===== config.mk =====
export PLATFORM = sky130hd
export DESIGN_NAME = stby_ctrl
export DESIGN_NICKNAME = d
export VERILOG_FILES = /design/src/rtl/stby_pkg.sv /design/src/rtl/stby_fsm.sv /design/src/rtl/stby_warm.sv /design/src/rtl/stby_gate.sv /design/src/rtl/stby_ctrl.sv
export SDC_FILE = /design/constraint.sdc
export NUM_CORES = 1
export LEC_CHECK = 0
export BUFFER_PORTS_ARGS = -buffer_cell sky130_fd_sc_hd__clkbuf_2
export CORE_ASPECT_RATIO = 0.9
export CORE_UTILIZATION = 30
export CTS_BUF_LIST = sky130_fd_sc_hd__clkbuf_8
export CTS_CLUSTER_DIAMETER = 40
export DETAILED_ROUTE_END_ITERATION = 10
export PLACE_DENSITY = 0.46
export SYNTH_ARGS = -nofsm -noshare
export SYNTH_HDL_FRONTEND = slang
export SYNTH_HIERARCHICAL = 1
export SYNTH_SLANG_ARGS = --single-unit

===== constraint.sdc =====
create_clock -name clk -period 6 [get_ports clk]
set_input_delay 0.6 -clock clk [delete_from_list [all_inputs] [get_ports clk]]
set_output_delay 0.6 -clock clk [all_outputs]
set_load 0.02 [all_outputs]

===== src/rtl/stby_pkg.sv =====
package stby_pkg;

  typedef enum logic [2:0] {
    ST_RUN    = 3'd0,
    ST_LIGHT  = 3'd1,
    ST_MID    = 3'd2,
    ST_DEEP   = 3'd3,
    ST_WARM   = 3'd4,
    ST_RESUME = 3'd5
  } stby_state_e;

  localparam logic [1:0] CODE_RUN   = 2'b00;
  localparam logic [1:0] CODE_DEEP  = 2'b01;
  localparam logic [1:0] CODE_MID   = 2'b10;
  localparam logic [1:0] CODE_LIGHT = 2'b11;

  // depth code -> sleep state; the reserved code maps to the light depth
  function automatic stby_state_e code_to_state(input logic [1:0] code);
    case (code)
      CODE_DEEP: return ST_DEEP;
      CODE_MID:  return ST_MID;
      default:   return ST_LIGHT;
    endcase
  endfunction

  // code shown on halt_mode for an accepted entry
  function automatic logic [1:0] shown_code(input logic [1:0] code);
    return (code == CODE_RUN) ? CODE_LIGHT : code;
  endfunction

  // last counter value of the warm-up: 2^min(lo+e, hi) - 1
  function automatic int unsigned warm_last(input int unsigned e,
                                            input int unsigned lo,
                                            input int unsigned hi);
    int unsigned n;
    n = lo + e;
    if (n > hi) n = hi;
    return (32'd1 << n) - 32'd1;
  endfunction

endpackage


===== src/rtl/stby_fsm.sv =====
module stby_fsm
  import stby_pkg::*;
(
  input  logic        clk,
  input  logic        rst_n,
  input  logic        halt_req,
  input  logic [1:0]  mode_sel,
  input  logic        wake,
  input  logic        warm_done,
  output stby_state_e state_q,
  output stby_state_e state_nxt,
  output logic        enter_ev,
  output logic        cpu_ce,
  output logic        osc_ce,
  output logic [1:0]  halt_mode,
  output logic        rsv_flag
);

  logic abandon_ev;
  logic wake_ev;

  always_comb begin
    state_nxt  = state_q;
    enter_ev   = 1'b0;
    abandon_ev = 1'b0;
    wake_ev    = 1'b0;
    case (state_q)
      ST_RUN: begin
        if (halt_req) begin
          if (wake) begin
            abandon_ev = 1'b1;
          end else begin
            enter_ev  = 1'b1;
            state_nxt = code_to_state(mode_sel);
          end
        end
      end
      ST_LIGHT, ST_MID: begin
        if (wake) begin
          wake_ev   = 1'b1;
          state_nxt = ST_RESUME;
        end
      end
      ST_DEEP: begin
        if (wake) begin
          wake_ev   = 1'b1;
          state_nxt = ST_WARM;
        end
      end
      ST_WARM:   if (warm_done) state_nxt = ST_RESUME;
      ST_RESUME: state_nxt = ST_RUN;
      default:   state_nxt = ST_RUN;
    endcase
  end

  always_ff @(posedge clk or negedge rst_n) begin
    if (!rst_n) begin
      state_q   <= ST_RUN;
      cpu_ce    <= 1'b1;
      osc_ce    <= 1'b1;
      halt_mode <= CODE_RUN;
      rsv_flag  <= 1'b0;
    end else begin
      state_q <= state_nxt;
      cpu_ce  <= (state_nxt == ST_RUN);
      osc_ce  <= (state_nxt != ST_DEEP);
      if (enter_ev) begin
        halt_mode <= shown_code(mode_sel);
        rsv_flag  <= (mode_sel == CODE_RUN);
      end else if (state_nxt == ST_RUN) begin
        halt_mode <= CODE_RUN;
      end
    end
  end


  abandon_chk: assert property (@(posedge clk) disable iff (!rst_n)
    abandon_ev |=> (cpu_ce && halt_mode == CODE_RUN));


  deep_gate_chk: assert property (@(posedge clk) disable iff (!rst_n)
    (state_q == ST_DEEP) |-> (!osc_ce && !cpu_ce && halt_mode == CODE_DEEP));


  wake_order_chk: assert property (@(posedge clk) disable iff (!rst_n)
    (wake_ev && state_q != ST_DEEP) |=> (osc_ce && !cpu_ce) ##1 cpu_ce);


  rsv_set_chk: assert property (@(posedge clk) disable iff (!rst_n)
    (enter_ev && mode_sel == CODE_RUN) |=> (rsv_flag && halt_mode == CODE_LIGHT));

endmodule


===== src/rtl/stby_warm.sv =====
module stby_warm
  import stby_pkg::*;
#(
  parameter int unsigned MIN_EXP = 8,
  parameter int unsigned MAX_EXP = 16,
  parameter int unsigned EXP_W   = 4,
  localparam int unsigned CNT_W  = MAX_EXP
)(
  input  logic             clk,
  input  logic             rst_n,
  input  logic             load_exp,
  input  logic [EXP_W-1:0] exp_in,
  input  logic             run,
  output logic             done
);

  logic [EXP_W-1:0] exp_q;
  logic [CNT_W-1:0] cnt_q;
  logic [CNT_W-1:0] cnt_last;

  assign cnt_last = CNT_W'(warm_last(int'(exp_q), MIN_EXP, MAX_EXP));
  assign done     = run && (cnt_q == cnt_last);

  always_ff @(posedge clk or negedge rst_n) begin
    if (!rst_n) begin
      exp_q <= '0;
      cnt_q <= '0;
    end else begin
      if (load_exp) exp_q <= exp_in;
      cnt_q <= run ? cnt_q + 1'b1 : '0;
    end
  end


  warm_bound_chk: assert property (@(posedge clk) disable iff (!rst_n)
    run |-> (cnt_q <= cnt_last));


  warm_end_chk: assert property (@(posedge clk) disable iff (!rst_n)
    done |=> !run);

endmodule


===== src/rtl/stby_gate.sv =====
module stby_gate
  import stby_pkg::*;
#(
  parameter int unsigned NPER = 9
)(
  input  logic            clk,
  input  logic            rst_n,
  input  logic            enter_ev,
  input  logic            rsv_in,
  input  logic [NPER-1:0] keep_in,
  input  stby_state_e     state_q,
  input  stby_state_e     state_nxt,
  output logic [NPER-1:0] per_ce
);

  logic all_on;
  logic light_nxt;

  assign all_on    = (state_nxt == ST_RUN) || (state_nxt == ST_RESUME);
  assign light_nxt = (state_nxt == ST_LIGHT);

  for (genvar i = 0; i < NPER; i++) begin : g_lane
    logic keep_q;
    logic keep_now;
    assign keep_now = enter_ev ? (keep_in[i] && !rsv_in) : keep_q;
    always_ff @(posedge clk or negedge rst_n) begin
      if (!rst_n) begin
        keep_q    <= 1'b0;
        per_ce[i] <= 1'b1;
      end else begin
        keep_q    <= keep_now;
        per_ce[i] <= all_on || (light_nxt && keep_now);
      end
    end
  end


  gated_off_chk: assert property (@(posedge clk) disable iff (!rst_n)
    (state_q == ST_MID || state_q == ST_DEEP || state_q == ST_WARM) |-> (per_ce == '0));


  keep_hold_chk: assert property (@(posedge clk) disable iff (!rst_n)
    (state_q == ST_LIGHT && $past(state_q) == ST_LIGHT) |-> $stable(per_ce));

endmodule


===== src/rtl/stby_ctrl.sv =====
module stby_ctrl
  import stby_pkg::*;
#(
  parameter int unsigned NPER    = 9,
  parameter int unsigned MIN_EXP = 8,
  parameter int unsigned MAX_EXP = 16,
  parameter int unsigned EXP_W   = 4
)(
  input  logic             clk,
  input  logic             rst_n,
  input  logic             halt_req,
  input  logic [1:0]       mode_sel,
  input  logic [NPER-1:0]  keep_mask,
  input  logic [EXP_W-1:0] warm_exp,
  input  logic             wake,
  output logic             cpu_ce,
  output logic             osc_ce,
  output logic [NPER-1:0]  per_ce,
  output logic [1:0]       halt_mode,
  output logic             rsv_flag
);

  stby_state_e state_q;
  stby_state_e state_nxt;
  logic        enter_ev;
  logic        warm_done;
  logic        warm_run;
  logic        load_exp;

  assign warm_run = (state_q == ST_WARM);
  assign load_exp = enter_ev && (mode_sel == CODE_DEEP);

  stby_fsm u_fsm (
    .clk       (clk),
    .rst_n     (rst_n),
    .halt_req  (halt_req),
    .mode_sel  (mode_sel),
    .wake      (wake),
    .warm_done (warm_done),
    .state_q   (state_q),
    .state_nxt (state_nxt),
    .enter_ev  (enter_ev),
    .cpu_ce    (cpu_ce),
    .osc_ce    (osc_ce),
    .halt_mode (halt_mode),
    .rsv_flag  (rsv_flag)
  );

  stby_warm #(
    .MIN_EXP (MIN_EXP),
    .MAX_EXP (MAX_EXP),
    .EXP_W   (EXP_W)
  ) u_warm (
    .clk      (clk),
    .rst_n    (rst_n),
    .load_exp (load_exp),
    .exp_in   (warm_exp),
    .run      (warm_run),
    .done     (warm_done)
  );

  stby_gate #(
    .NPER (NPER)
  ) u_gate (
    .clk       (clk),
    .rst_n     (rst_n),
    .enter_ev  (enter_ev),
    .rsv_in    (mode_sel == CODE_RUN),
    .keep_in   (keep_mask),
    .state_q   (state_q),
    .state_nxt (state_nxt),
    .per_ce    (per_ce)
  );


  cpu_last_chk: assert property (@(posedge clk) disable iff (!rst_n)
    $rose(cpu_ce) |-> ($past(osc_ce) && (&$past(per_ce))));


  cpu_halt_code_chk: assert property (@(posedge clk) disable iff (!rst_n)
    !cpu_ce |-> (halt_mode != CODE_RUN));

endmodule


Word-level counts from Yosys, hierarchy flattened
Cells that the tools add are included.
W data, S select, Z words.
{"block": "totals", "register_bits": 46, "elab_cells": 100, "inputBits": 19, "out_inout_bits": 14}
{"block": "op_classes", "add_sub_neg": 3, "n_shift": 1, "reduce_logical": 36, "muxes": 24, "n_eq_ne": 10, "magnitude_cmp": 1}
{"op": "$gt A32 B5 Y1 const B", "n": 1}
{"op": "$mux W32", "n": 1}
{"op": "$shl A1 B32 Y16 const A", "n": 1}
{"op": "$logic_and A1 B1 Y1", "n": 20}
{"op": "$add A16 B1 Y16 const B", "n": 1}
{"op": "$eq A16 B16 Y1", "n": 1}
{"op": "$mux W16", "n": 1}
{"op": "$sub A16 B1 Y16 const B", "n": 1}
{"op": "$mux W3", "n": 5}
{"op": "$mux W1", "n": 12}
{"op": "$pmux W3 S4", "n": 1}
{"op": "$logic_or A1 B1 Y1", "n": 10}
{"op": "$eq A3 B1 Y1 const B", "n": 2}
{"op": "$eq A3 B2 Y1 const B", "n": 2}
{"op": "$eq A3 B3 Y1 const B", "n": 2}
{"op": "$logic_not A3 Y1", "n": 2}
{"op": "$mux W2", "n": 3}
{"op": "$add A4 B4 Y5 const A", "n": 1}
{"op": "$pmux W2 S2", "n": 1}
{"op": "$ne A3 B2 Y1 const B", "n": 1}
{"op": "$eq A2 B1 Y1 const B", "n": 1}
{"op": "$eq A2 B2 Y1 const B", "n": 1}
{"op": "$logic_not A2 Y1", "n": 1}
{"op": "$reduce_bool A2 Y1", "n": 1}
{"op": "2 further kinds", "n": 2}

Longest topological paths before layout
{"block": "logic_depth", "word_depth": 12, "depth_mapped": 12, "depth_no_buf": 11}

Hierarchy
Netlist, hierarchy kept.
{"module": "stby_warm", "cells_each": 119, "area_per_inst_um2": 1176.1, "seq_area_each_um2": 500.5, "n_inst": 1}
{"module": "stby_gate", "cells_each": 61, "area_per_inst_um2": 868.3, "seq_area_each_um2": 461.7, "n_inst": 1}
{"module": "stby_fsm", "cells_each": 43, "area_per_inst_um2": 471.7, "seq_area_each_um2": 202.7, "n_inst": 1}
{"module": "stby_ctrl", "cells_each": 3, "area_per_inst_um2": 25.0, "seq_area_each_um2": 0.0, "n_inst": 1}

Least setup slack after synthesis
No wires, ideal clock.
{"block": "synth_timing", "path_kind": "reg2reg", "startpoint": "register u_warm.exp_q[3]", "endpoint": "register u_gate.per_ce[7]", "arrival_ns": 2.519, "path_stages_with_launch": 13, "setup_slack_ns": 3.386, "synth_period_minus_slack_ns": 2.614, "t_required_ns": 5.905, "n_path_buf": 2, "path_cell_list": "dfrtp_1 buf_6 a211o_1 a32oi_2 xor2_1 nand4_1 a2111oi_2 nor4bb_1 or3_4 or2_1 nor2b_1 clkbuf_2 a311oi_1"}
{"block": "synth_via", "elab_chain_cells": 12, "word_cells_on_any_way": 15, "cone_classes": "add/sub: 2; order compare: 1; eq/ne: 3; shift: 1; mux: 3; reduce/logical: 5"}
{"item": "start: declaration", "line_no": "stby_warm.sv:17", "source": "logic [EXP_W-1:0] exp_q;"}
{"item": "start signal: assignment", "line_no": "stby_warm.sv:29", "source": "if (load_exp) exp_q <= exp_in;"}
{"item": "$add A4 B4 Y5 *", "line_no": "stby_pkg.sv:36", "source": "n = lo + e;"}
{"item": "$gt A32 B5 Y1", "line_no": "stby_pkg.sv:37", "source": "if (n > hi) n = hi;"}
{"item": "$mux W32 *", "line_no": "stby_pkg.sv:37"}
{"item": "$shl A1 B32 Y16 *", "line_no": "stby_pkg.sv:38", "source": "return (32'd1 << n) - 32'd1;"}
{"item": "$sub A16 B1 Y16 *", "line_no": "stby_pkg.sv:38"}
{"item": "$eq A16 B16 Y1 *", "line_no": "stby_warm.sv:22", "source": "assign done = run && (cnt_q == cnt_last);"}
{"item": "$logic_and A1 B1 Y1 *", "line_no": "stby_warm.sv:22"}
{"item": "via warm_done", "line_no": "stby_ctrl.sv:26", "source": "logic warm_done;"}
{"item": "$mux W3 *", "line_no": "stby_fsm.sv:50", "source": "ST_WARM: if (warm_done) state_nxt = ST_RESUME;"}
{"item": "$pmux W3 S4 *", "line_no": "stby_fsm.sv:27", "source": "case (state_q)"}
{"item": "via state_nxt[0]", "line_no": "stby_ctrl.sv:24", "source": "stby_state_e state_nxt;"}
{"item": "$eq A3 B3 Y1, or another cell as far along", "line_no": "stby_gate.sv:19", "source": "assign all_on = (state_nxt == ST_RUN) || (state_nxt == ST_RESUME);"}
{"item": "$logic_or A1 B1 Y1 or $logic_and A1 B1 Y1 (tied branches)", "line_no": "stby_gate.sv:19, stby_gate.sv:32"}
{"item": "$logic_or A1 B1 Y1 *", "line_no": "stby_gate.sv:32", "source": "per_ce[i] <= all_on || (light_nxt && keep_now);"}
{"item": "end signal: indexed assignment", "line_no": "stby_gate.sv:32"}
{"item": "end: declaration", "line_no": "stby_gate.sv:13", "source": "output logic [NPER-1:0] per_ce"}
The timed path passes the listed nets; every way through them passes the cells marked *.
A chain may end at the register's enable or synchronous reset.

Worst setup path after layout
{"block": "layout_timing", "startpoint": "register u_fsm.state_q[2]", "endpoint": "register u_gate.per_ce[4]"}
{"block": "layout_via", "elab_chain_cells": 7, "word_cells_on_any_way": 21, "cone_classes": "eq/ne: 6; mux: 8; reduce/logical: 7"}
{"item": "start: declaration", "line_no": "stby_fsm.sv:10", "source": "output stby_state_e state_q,"}
{"item": "start signal: assignment", "line_no": "stby_fsm.sv:64", "source": "state_q <= state_nxt;"}
{"item": "$eq A3 B3 Y1 *", "line_no": "stby_ctrl.sv:30", "source": "assign warm_run = (state_q == ST_WARM);"}
{"item": "via warm_run", "line_no": "stby_ctrl.sv:27", "source": "logic warm_run;"}
{"item": "$logic_and A1 B1 Y1 *", "line_no": "stby_warm.sv:22"}
{"item": "via warm_done", "line_no": "stby_ctrl.sv:26"}
{"item": "$mux W3 *", "line_no": "stby_fsm.sv:50"}
{"item": "$pmux W3 S4 *", "line_no": "stby_fsm.sv:27"}
{"item": "via state_nxt[0]", "line_no": "stby_ctrl.sv:24"}
{"item": "$eq A3 B3 Y1, or another cell as far along", "line_no": "stby_gate.sv:19"}
{"item": "$logic_or A1 B1 Y1 or $logic_and A1 B1 Y1 (tied branches)", "line_no": "stby_gate.sv:19, stby_gate.sv:32"}
{"item": "$logic_or A1 B1 Y1 *", "line_no": "stby_gate.sv:32"}
Marked as above.

==> impl_metrics.py <==
metrics = {
    "run_status": {
        "status": "finished, final reports clean",
    },
    "power_and_ir_drop": {
        "pwr-share-clk_pct": 22.5,
        "seqPwrFrac_pct": 40.8,
        "p_sw_share_pct": 35.5,
        "combPwrFrac_pct": 36.7,
        "internal-power_uw": 813,
        "leakagePower_nw": 1.31,
        "pwr_density_cell_nw_per_um2": 437,
        "switchingPower_uw": 448,
        "vdd_ir_drop_max_mv": 0.141,
    },
    "synth": {
        "ys_ff_latch": 46,
        "syn_inst": 226,
        "synth.distinct_cells": 54,
        "syn-mean-instance-area_um2": 11.2,
        "synth_top_area_share_pct": 34.5,
        "yosysTopAreaCell": "dfrtp_1",
        "synth_area_leaders": "dfrtp_1 34%, dfstp_2 11%, a311oi_2 4.7%",
        "ys_seq_area_share_pct": 45.8,
        "netlist_area_um2": 2540,
        "synthFlopType": "dfrtp_1",
        "synthArstFlopShare_pct": 100,
        "synthMostInstantiatedCell": "dfrtp_1",
        "synth_edf_count": 0,
        "synth_common_cells": "35 x dfrtp_1, 15 x nand2_1, 13 x and2_1, 12 x xnor2_1, 11 x dfstp_2",
        "yosysWarnings": 6,
    },
    "die": {
        "pin_count": 33,
        "coreArea_um2": 8150,
        "fp.dieW_um": 99.0,
        "rows": 31,
        "start_util_pct": 31.2,
        "dieArea_um2": 8840,
        "die_h_um": 89.3,
    },
    "sta": {
        "grt_setup_unrepaired": "false",
        "finalSetupViolations": 0,
        "min_period_ns": 3.93,
        "fin_worst_skew_ns": 0.00813,
        "fin_tns_setup_ns": 0,
        "min_period_over_period_pct": 65.5,
        "max_freq_mhz": 255,
        "slew_violations": 0,
        "tightestPinTransition_ns": 1.09,
        "relSlewSlack_pct": 27.3,
        "finalHoldViolations": 0,
    },
    "placement": {
        "dp.cells": 347,
        "place.gp.congestion": 0.763,
        "placement.io_buffers": 32,
        "dpl.hpwl_um": 3500,
    },
    "clock_network": {
        "cts_setup_buffers": 0,
        "clock-sinks": 46,
        "clock_path_buffers": 2,
        "ctsResizeCount": 0,
        "clk_pin_slew_worst_paths_ns": 0.09,
        "clock_latency_ns": 0.30,
        "cts-htree-levels": 2,
        "holdBufCountCts": 0,
        "cts_buffers": 5,
        "cts_tree": "done",
        "clock-root-buffer": "clkbuf_8",
    },
    "worst_setup_path": {
        "startpoint_type": "flip-flop",
        "crit_type": "flip-flop to flip-flop",
        "crit_fanout": 17,
        "slowest_delay_ns": 0.85,
        "endpoint_kind": "flip-flop",
        "r2r_slack_ns": 2.07,
        "worstPathArrival_ns": 4.10,
        "rr_endpoint": "u_gate/per_ce[4]",
        "slowest_stage": "nor2b_1",
        "required_ns": 6.17,
        "ff2ff_path_depth": 10,
        "reg2reg_from": "u_fsm/state_q[2]",
        "cp_cell_sequence": "nor3b_2 -> nand3_1 -> nor4_1 -> nand4_1 -> a2111oi_2 -> nor4bb_1 -> or3_4 -> or2_1 -> nor2b_1 -> a311oi_2",
    },
    "layout": {
        "fin_cells": 355,
        "drive_above_1_share_pct": 34.4,
        "diodes": 0,
        "areaGrowthSynthToFinish_pct": 13.6,
        "layout.nets": 280,
    },
    "global_route": {
        "antenna_found_initial": 0,
        "grt_max_degree": 47,
        "gr-total-overflow": 0,
        "grt_pass1_wl_um": 8240,
        "first_global_vias": 1646,
        "gr-usage-all-layers_pct": 12.0,
    },
    "hold_path": {
        "hp-class": "primary input to asynchronous set/reset pin",
    },
    "run": {
        "cap_violations": 0,
    },
    "drt": {
        "ant_nets": 0,
        "first_pass_iters": 4,
        "viasPerCell": 4.84,
        "drt-wirelength-per-cell_um": 14.0,
        "drc": 0,
        "wl_um": 4980,
        "routed-via-count": 1719,
        "drt-initial-drc-count": 78,
    },
}
state kept, by name (all words and copies together), names as in the netlist:
| register | count |
|---|---|
| u_warm/exp_q | 4 |
| u_fsm/rsv_flag | 1 |
| u_fsm/state_q | 3 |
| u_fsm/cpu_ce | 1 |
| u_gate/g_lane.keep_q | 9 |
| u_fsm/osc_ce | 1 |
| u_fsm/halt_mode | 2 |
| u_warm/cnt_q | 16 |
| u_gate/per_ce | 9 |
worst max-delay path: cells and delay by family, from the launching register on:
kind	cells	cell delay, ns
AO/OA/AOI/OAI	2	0.59
flip-flops	1	0.52
AND/OR/NAND/NOR	8	2.68
cells by family after synthesis:
group | Yosys count | share of synthesized area, %
other | 1 | 0.148
XOR/XNOR | 20 | 6.89
adder cells (fa/ha/maj) | 6 | 2.95
multiplexers | 5 | 2.22
buffers and inverters | 17 | 4.38
flip-flops | 46 | 45.8
AO/OA/AOI/OAI | 31 | 11.4
AND/OR/NAND/NOR | 100 | 26.2
per-stage QoR:
stage	hold WS (ns)	total power, mW	util, %	setup WS (ns)	cell area [um2]
6_report	0.370	1.26	35.4	2.07	2890
5_1_grt	0.442	1.35	35.4	1.63	2890
4_1_cts	0.397	1.28	35.4	1.99	2890
3_5_place_dp	0.488	0.988	33.7	2.00	2740
3_3_place_gp	0.479	0.983	33.7	2.12	2740
2_1_floorplan	0.304	0.892	-	3.39	2540
per-layer routing:
layer | up-vias | GRT usage, % | share of wire, %
met1 | 839 | 17.3 | 51
met2 | 27 | 18.1 | 44
met5 | - | 0 | 0
met4 | 0 | 3.66 | 0.70
met3 | 2 | 2.42 | 3.3
li1 | 851 | - | -
how the worst max path moves through the flow:
| stage | start | end | slack [ns] | depth (start not counted) |
|---|---|---|---|---|
| floorplan | u_warm/exp_q[3] | u_gate/per_ce[7] | 3.39 | 12 |
| global placement | u_fsm/state_q[2] | u_gate/per_ce[2] | 2.12 | 10 |
| detailed placement | u_fsm/state_q[2] | u_gate/per_ce[4] | 2.00 | 10 |
| CTS | u_fsm/state_q[2] | u_gate/per_ce[4] | 1.99 | 10 |
| global route | u_fsm/state_q[2] | u_gate/per_ce[4] | 1.63 | 10 |
| finish | u_fsm/state_q[2] | u_gate/per_ce[4] | 2.07 | 10 |
layout by cell type (no fill, tap or decap), types with 3 or more instances in the layout:
cell | netlist | routed
inv_1 | 5 | 5
nand2_1 | 15 | 15
dfrtp_1 | 35 | 35
clkbuf_8 | 0 | 6
a311oi_2 | 8 | 8
nand2b_2 | 8 | 8
nor2_1 | 9 | 9
nand4_1 | 3 | 3
ha_1 | 6 | 6
nand3b_2 | 6 | 6
nor3_1 | 5 | 5
dfstp_2 | 11 | 11
nor4_1 | 3 | 3
clkbuf_2 | 1 | 32
and2_1 | 13 | 13
mux2_2 | 5 | 5
xnor2_1 | 12 | 12
nor2b_1 | 4 | 4
o21ai_0 | 5 | 5
and3_1 | 4 | 4
nand3_1 | 10 | 10
a21oi_1 | 5 | 5
xor2_1 | 8 | 8
cell type report:
class | instances | area (um2)
Clock buffer | 6 | 82.6
Clock inverter | 2 | 60.1
Fill cell | 849 | 5260
Inverter | 5 | 18.8
Multi-Input combinational cell | 164 | 1270
Sequential cell | 46 | 1160
Tap cell | 99 | 124
Timing Repair Buffer | 33 | 168
power groups by stage:
stage	sequential [mW]	combinational [mW]	clock (mW)
2_1_floorplan	0.538	0.354	0
3_3_place_gp	0.519	0.464	0
3_5_place_dp	0.521	0.467	0
4_1_cts	0.516	0.470	0.295
5_1_grt	0.531	0.511	0.305
6_report	0.515	0.462	0.284
(Power assumes the default switching activity.)
